$ cat config.mk
export PLATFORM = sky130hd
export DESIGN_NAME = adc_seq_cmp
export DESIGN_NICKNAME = d
export VERILOG_FILES = /design/src/rtl/adc_seq_pkg.sv /design/src/rtl/adc_clk_div.sv /design/src/rtl/adc_limit_cmp.sv /design/src/rtl/adc_seq_cmp.sv
export SDC_FILE = /design/constraint.sdc
export NUM_CORES = 1
export LEC_CHECK = 0
export ABC_AREA = 1
export BUFFER_PORTS_ARGS = -buffer_cell sky130_fd_sc_hd__buf_2
export CAP_MARGIN = 10
export CORE_UTILIZATION = 50
export CTS_CLUSTER_SIZE = 24
export DETAILED_ROUTE_END_ITERATION = 12
export PLACE_DENSITY = 0.76
export SYNTH_ARGS = -nofsm -noshare
export SYNTH_HDL_FRONTEND = slang
export SYNTH_SLANG_ARGS = --single-unit
$ cat constraint.sdc
create_clock -name clk -period 1.7 [get_ports clk]
set_input_delay 0.085 -clock clk [delete_from_list [all_inputs] [get_ports clk]]
set_output_delay 0.085 -clock clk [all_outputs]
set_load 0.01 [all_outputs]
$ cat src/rtl/adc_seq_pkg.sv
package adc_seq_pkg;

    localparam int RES_W = 12;
    localparam int SEL_W = 2;
    localparam int DIV_W = 2;
    localparam int LEN_W = 6;

    typedef enum logic [1:0] {
        ST_IDLE,
        ST_SYNC,
        ST_CONV,
        ST_CMP
    } seq_state_t;

    typedef struct packed {
        logic [SEL_W-1:0] clk_sel;
        logic [DIV_W-1:0] div_sel;
        logic [1:0]       mode;
        logic             long_smp;
        logic             cmp_en;
        logic             cmp_upper;
        logic [RES_W-1:0] cmp_val;
    } seq_cfg_t;

    // conversion-clock ticks for one conversion
    function automatic logic [LEN_W-1:0] conv_len(input logic [1:0] mode,
                                                  input logic long_smp,
                                                  input logic first);
        logic narrow;
        logic [LEN_W-1:0] len;
        narrow = (mode == 2'b00);
        unique case ({first, long_smp})
            2'b10:   len = narrow ? LEN_W'(20) : LEN_W'(23);
            2'b11:   len = narrow ? LEN_W'(40) : LEN_W'(43);
            2'b00:   len = narrow ? LEN_W'(17) : LEN_W'(20);
            default: len = narrow ? LEN_W'(37) : LEN_W'(40);
        endcase
        return len;
    endfunction

    function automatic logic [RES_W-1:0] res_mask(input logic [1:0] mode);
        logic [RES_W-1:0] m;
        unique case (mode)
            2'b00:   m = RES_W'(12'h0FF);
            2'b01:   m = RES_W'(12'h3FF);
            default: m = RES_W'(12'hFFF);
        endcase
        return m;
    endfunction

endpackage

$ cat src/rtl/adc_clk_div.sv
module adc_clk_div
    import adc_seq_pkg::*;
(
    input  logic             clk,
    input  logic             rst,
    input  logic             run,
    input  logic [SEL_W-1:0] src_sel,
    input  logic [DIV_W-1:0] div_sel,
    input  logic             alt_tick,
    output logic             conv_tick
);
    localparam int DCNT_W = (1 << DIV_W) - 1;
    localparam int PRE_W  = 2;

    logic [PRE_W-1:0]  pre_cnt;
    logic [DCNT_W-1:0] div_cnt;
    logic [DCNT_W-1:0] div_mask;
    logic              src_tick;

    always_ff @(posedge clk) begin
        if (rst || !run) pre_cnt <= '0;
        else             pre_cnt <= pre_cnt + PRE_W'(1);
    end

    always_comb begin
        unique case (src_sel)
            2'b00:   src_tick = 1'b1;
            2'b01:   src_tick = pre_cnt[0];
            2'b10:   src_tick = &pre_cnt;
            default: src_tick = alt_tick;
        endcase
    end

    always_comb begin
        for (int i = 0; i < DCNT_W; i++)
            div_mask[i] = (i < int'(div_sel));
    end

    always_ff @(posedge clk) begin
        if (rst || !run)   div_cnt <= '0;
        else if (src_tick) div_cnt <= div_cnt + DCNT_W'(1);
    end

    assign conv_tick = run && src_tick && ((div_cnt & div_mask) == div_mask);

endmodule

$ cat src/rtl/adc_limit_cmp.sv
module adc_limit_cmp #(
    parameter int W = 12
) (
    input  logic [W-1:0] value,
    input  logic [W-1:0] limit,
    input  logic         en,
    input  logic         upper,
    output logic         pass
);
    logic [W:0] sum;
    logic       no_borrow;

    // value + (~limit + 1): carry out set when value >= limit
    assign sum       = {1'b0, value} + {1'b0, ~limit} + (W+1)'(1);
    assign no_borrow = sum[W];
    assign pass      = !en || (upper ? no_borrow : !no_borrow);

endmodule

$ cat src/rtl/adc_seq_cmp.sv
module adc_seq_cmp
    import adc_seq_pkg::*;
#(
    parameter int SYNC_CYCLES = 5
) (
    input  logic             clk,
    input  logic             rst,
    input  logic             start,
    input  logic             rd_ack,
    input  logic [SEL_W-1:0] clk_sel,
    input  logic [DIV_W-1:0] div_sel,
    input  logic [1:0]       mode,
    input  logic             long_smp,
    input  logic             cont,
    input  logic             cmp_en,
    input  logic             cmp_upper,
    input  logic [RES_W-1:0] cmp_val,
    input  logic             alt_tick,
    input  logic [RES_W-1:0] sample,
    output logic [RES_W-1:0] result,
    output logic             done,
    output logic             busy
);
    localparam int SYNC_W = $clog2(SYNC_CYCLES + 1);
    localparam int CNT_W  = (SYNC_W > LEN_W) ? SYNC_W : LEN_W;

    seq_state_t        state_q, state_d;
    seq_cfg_t          cfg_q;
    logic [CNT_W-1:0]  cnt_q;
    logic              first_q;
    logic              conv_tick;
    logic              pass;
    logic [RES_W-1:0]  mask, sample_m, limit_m;
    logic [LEN_W-1:0]  len;
    logic              last_tick, sync_done;

    assign mask      = res_mask(cfg_q.mode);
    assign sample_m  = sample & mask;
    assign limit_m   = cfg_q.cmp_val & mask;
    assign len       = conv_len(cfg_q.mode, cfg_q.long_smp, first_q);
    assign last_tick = conv_tick && (cnt_q == CNT_W'(len) - CNT_W'(1));
    assign sync_done = (cnt_q == CNT_W'(SYNC_CYCLES - 1));

    adc_clk_div u_div (
        .clk       (clk),
        .rst       (rst),
        .run       (state_q == ST_CONV),
        .src_sel   (cfg_q.clk_sel),
        .div_sel   (cfg_q.div_sel),
        .alt_tick  (alt_tick),
        .conv_tick (conv_tick)
    );

    adc_limit_cmp #(.W(RES_W)) u_cmp (
        .value (sample_m),
        .limit (limit_m),
        .en    (cfg_q.cmp_en),
        .upper (cfg_q.cmp_upper),
        .pass  (pass)
    );

    // state register
    always_ff @(posedge clk) begin
        if (rst) state_q <= ST_IDLE;
        else     state_q <= state_d;
    end

    // transitions
    always_comb begin
        state_d = state_q;
        if (start) begin
            state_d = ST_SYNC;
        end else begin
            unique case (state_q)
                ST_IDLE: state_d = ST_IDLE;
                ST_SYNC: if (sync_done) state_d = ST_CONV;
                ST_CONV: if (last_tick) state_d = ST_CMP;
                ST_CMP:  state_d = cont ? ST_CONV : ST_IDLE;
                default: state_d = ST_IDLE;
            endcase
        end
    end

    // counters, configuration and outputs
    always_ff @(posedge clk) begin
        if (rst) begin
            cfg_q   <= '0;
            cnt_q   <= '0;
            first_q <= 1'b0;
            result  <= '0;
            done    <= 1'b0;
        end else begin
            if (start) begin
                cfg_q   <= '{clk_sel: clk_sel, div_sel: div_sel, mode: mode,
                             long_smp: long_smp, cmp_en: cmp_en,
                             cmp_upper: cmp_upper, cmp_val: cmp_val};
                first_q <= 1'b1;
                cnt_q   <= '0;
            end else begin
                unique case (state_q)
                    ST_SYNC: cnt_q <= sync_done ? '0 : cnt_q + CNT_W'(1);
                    ST_CONV: if (conv_tick) cnt_q <= cnt_q + CNT_W'(1);
                    ST_CMP: begin
                        cnt_q   <= '0;
                        first_q <= 1'b0;
                        if (pass) result <= sample_m;
                    end
                    default: cnt_q <= '0;
                endcase
            end

            if (start)                         done <= 1'b0;
            else if (state_q == ST_CMP && pass) done <= 1'b1;
            else if (rd_ack)                   done <= 1'b0;
        end
    end

    assign busy = (state_q != ST_IDLE);

endmodule

==> reports/qor.yml <==
status: "finished with violations"
failed_checks: "setup timing"
worst_pin_slew_ns: 0.417
layout.cells.most_common_list: "inv_1 (67), nand2_1 (62), buf_2 (52)"
syn_area_per_cell_um2: 6.90
worst_setup_path_end_kind: "register"
power.total_mw: 2.42
path_delay_family: "simple AND/OR/NAND/NOR gates"
gr-usage-all-layers_pct: 22.5
r2r_slack_ns: -0.32
die-height_um: 74.8
place_hpwl_mm: 4.25
post_route_clock_skew_ns: 0.00921
final_core_util_pct: 67.7
worst-path-buf-inv: 3
min_path_cells: 3
critical_path.most_common_cell: "nand2_1"
worst-path-max-fanout: 6
cellLeakagePower_nw: 1.67
layout-area-overhead-vs-synth_pct: 30.5
die_area_um2: 5590
first_global_vias: 2248
grt_util_met1_pct: 27.6
antenna_found_initial: 0
timing.rr.end: "result[0]"
rr_worst_depth: 15
gpl_congestion: 0.836
final_net_count: 515
clock_sink_count: 48
critical_path.cell_chain: "buf_6 -> nand2_1 -> ha_4 -> nand2_4 -> nor2_4 -> inv_1 -> nor2_1 -> nand2_1 -> nand2_1 -> nand2_2 -> nand3_4 -> nand3_4 -> nand2_1 -> inv_1 -> nor2_1"
floorplan.rows: 26
grt_first_pass_wirelength_mm: 9.66
detail_route.wl_per_cell_um: 11.5
netlist_area_um2: 2650
worst_setup_hold_path_clk_slew_ns: 0.09
report.final.hold_viol_count: 0
global_route.overflow_total: 0
mappedNetlistNets: 443
start_util_pct: 51.9
root_buffer: "clkbuf_8"
synth-edff-count: 0
drcViolationCount: 0
finalWorstSetupSlack_ns: -0.316
routed_wirelength_mm: 6.06
cts-htree-levels: 2
cp.arrival_ns: 2.26
worst_hold_path_endpoint: "cfg_q[8]"
max_freq_mhz: 496
timing.hold.worst.class: "input port to register"
launch_instance_of_the_worst_min_delay_path: "cmp_val[8]"
grt_setup_unrepaired: "true"
number_of_buffers_inserted_by_port_buffering: 52
grt_start_max_net_pins: 35
timing.max_cap.violations: 0
clock_path_buffers: 2
setup.worst_path.class: "register to register"
top_level_ports: 53
critical_path.startpoint_type: "register"
grt.busiest_layer: "met2"
netlist_instances: 384
via_per_inst: 4.81
drt-initial-drc-count: 116
crit_slowest_cell: "dfxtp_4"
fraction_of_layout_instances_using_a_drive_strength_above_1_pct: 30.4
fin_crit_sh_pct: 119
area_of_the_core_um2: 5110
layout_min_cycle_time_ns: 2.02
ant_nets: 0
routed-via-count: 2536
p_per_area_nw_per_um2: 701
layout_commonest_cell: "inv_1"
timing.final.max_slew_violations: 0
global_route.usage.met2_pct: 40.7
synth-warning-count: 0
fillerInstances: 455
insertedDiodeCount: 0
grt.met3_usage_pct: 2.81
synth_seq_cells: 48
die_width_um: 74.8
drtPass1Iterations: 4
synthArstFlopShare_pct: 0
ys_types: 29
clock_latency_late_sink_ns: 0.31
cts_tree: "done"
setup_viol_count_final: 15
yosys_most_used_dff: "dfxtp_1"
part_of_the_yosys_area_used_for_sequential_elements_pct: 36.3
timing.setup.tns_ns: -4.35
cpPeakStageDelay_ns: 0.39
slew_headroom_pct: 72.2
worstReg2RegStart: "cfg_q[16]"
irDropWorstVdd_v: 0.000377
critPathRequiredTime_ns: 1.95
number_of_buffers_created_by_cts: 5
[worst register-to-register path, delay by kind of cell (launching register included)]
kind,cells,cell delay [ns]
buffers and inverters,3,0.21
and+or+nand+nor,11,1.06
DFF,1,0.39
adders and majority gates,1,0.30
[how the worst max path moves through the flow]
stage            endpoint  cells past startpoint       from
6_report        result[0]                     15  cfg_q[16]
2_1_floorplan  result[10]                     18  cfg_q[16]
3_3_place_gp    result[0]                     17  cfg_q[16]
4_1_cts        result[10]                     17  cfg_q[16]
3_5_place_dp   result[10]                     17  cfg_q[16]
5_1_grt         result[0]                     17  cfg_q[16]
[cell usage after synthesis (3+ instances only)]
cell      count  area (um^2)
nand2_1      71          267
nand4_1      13         81.3
ha_1         20          250
nand3_1       9         45.0
inv_1        72          270
buf_2         3         15.0
nand2_2      14         87.6
nor3b_1       3         22.5
o21ai_1       3         15.0
o21ai_0      24          120
clkbuf_1      6         22.5
dfxtp_1      48          961
a21oi_1      29          145
nor2_1       47          176
[cells by family after synthesis]
kind of cell    count (synthesis)  share of synthesized area, %
fa+ha+maj                      20                          9.45
buf+inv                        88                          13.1
compound gates                 59                          11.5
xor+xnor                        3                         0.992
simple gates                  166                          28.7
flops                          48                          36.3
[stage by stage]
stage	area, um^2	hold slack [ns]	std cells	setup WS, ns
floorplan	2660	0.154	384	-0.153
global placement	3120	0.303	514	-0.222
detailed placement	3120	0.309	514	-0.312
CTS	3380	0.00198	527	-0.239
global route	3460	0.00339	527	-0.453
finish	3460	0.00289	527	-0.316
[layer usage]
metal	vias up	wire (um)	share of wire, %
li1	1342	-	-
met3	9	156	2.6
met4	0	99	1.6
met1	1135	2790	46
met5	-	0	0
met2	50	3010	50
[flip-flops by register name, indices dropped and copies added, names as in the netlist]
register and cells:
result 12, cnt_q 6, u_div.div_cnt 3, state_q 2, done 1, first_q 1
u_div.pre_cnt 2, cfg_q 21
[layout make-up]
class	count	area [um^2]	area share, %
clock inverters	2	15.0	0.434
clock buffers	6	82.6	2.39
well taps	70	87.6	2.53
multi-input cells	249	1530	44.3
inverters	74	285	8.25
repair buffers	78	488	14.1
flip-flops and latches	48	967	28.0
[what timing repair did]
item                                    in CTS  in global routing
hold buffers                                 2                  0
gates cloned                                 1                  0
resized for setup                           27                 21
endpoints found under the hold margin        3                  0
setup buffers                                2                  0
pin swaps                                   23                 28
endpoints found under the setup margin      15                 21
[where the power goes]
part           switching (mW)  total (mW)  leakage, nW  internal, mW
Combinational           0.278       0.503         1.24         0.225
Sequential             0.0257        1.19        0.394          1.17
Clock                   0.398       0.728       0.0434         0.330
Power figures use the tool's default switching activity.
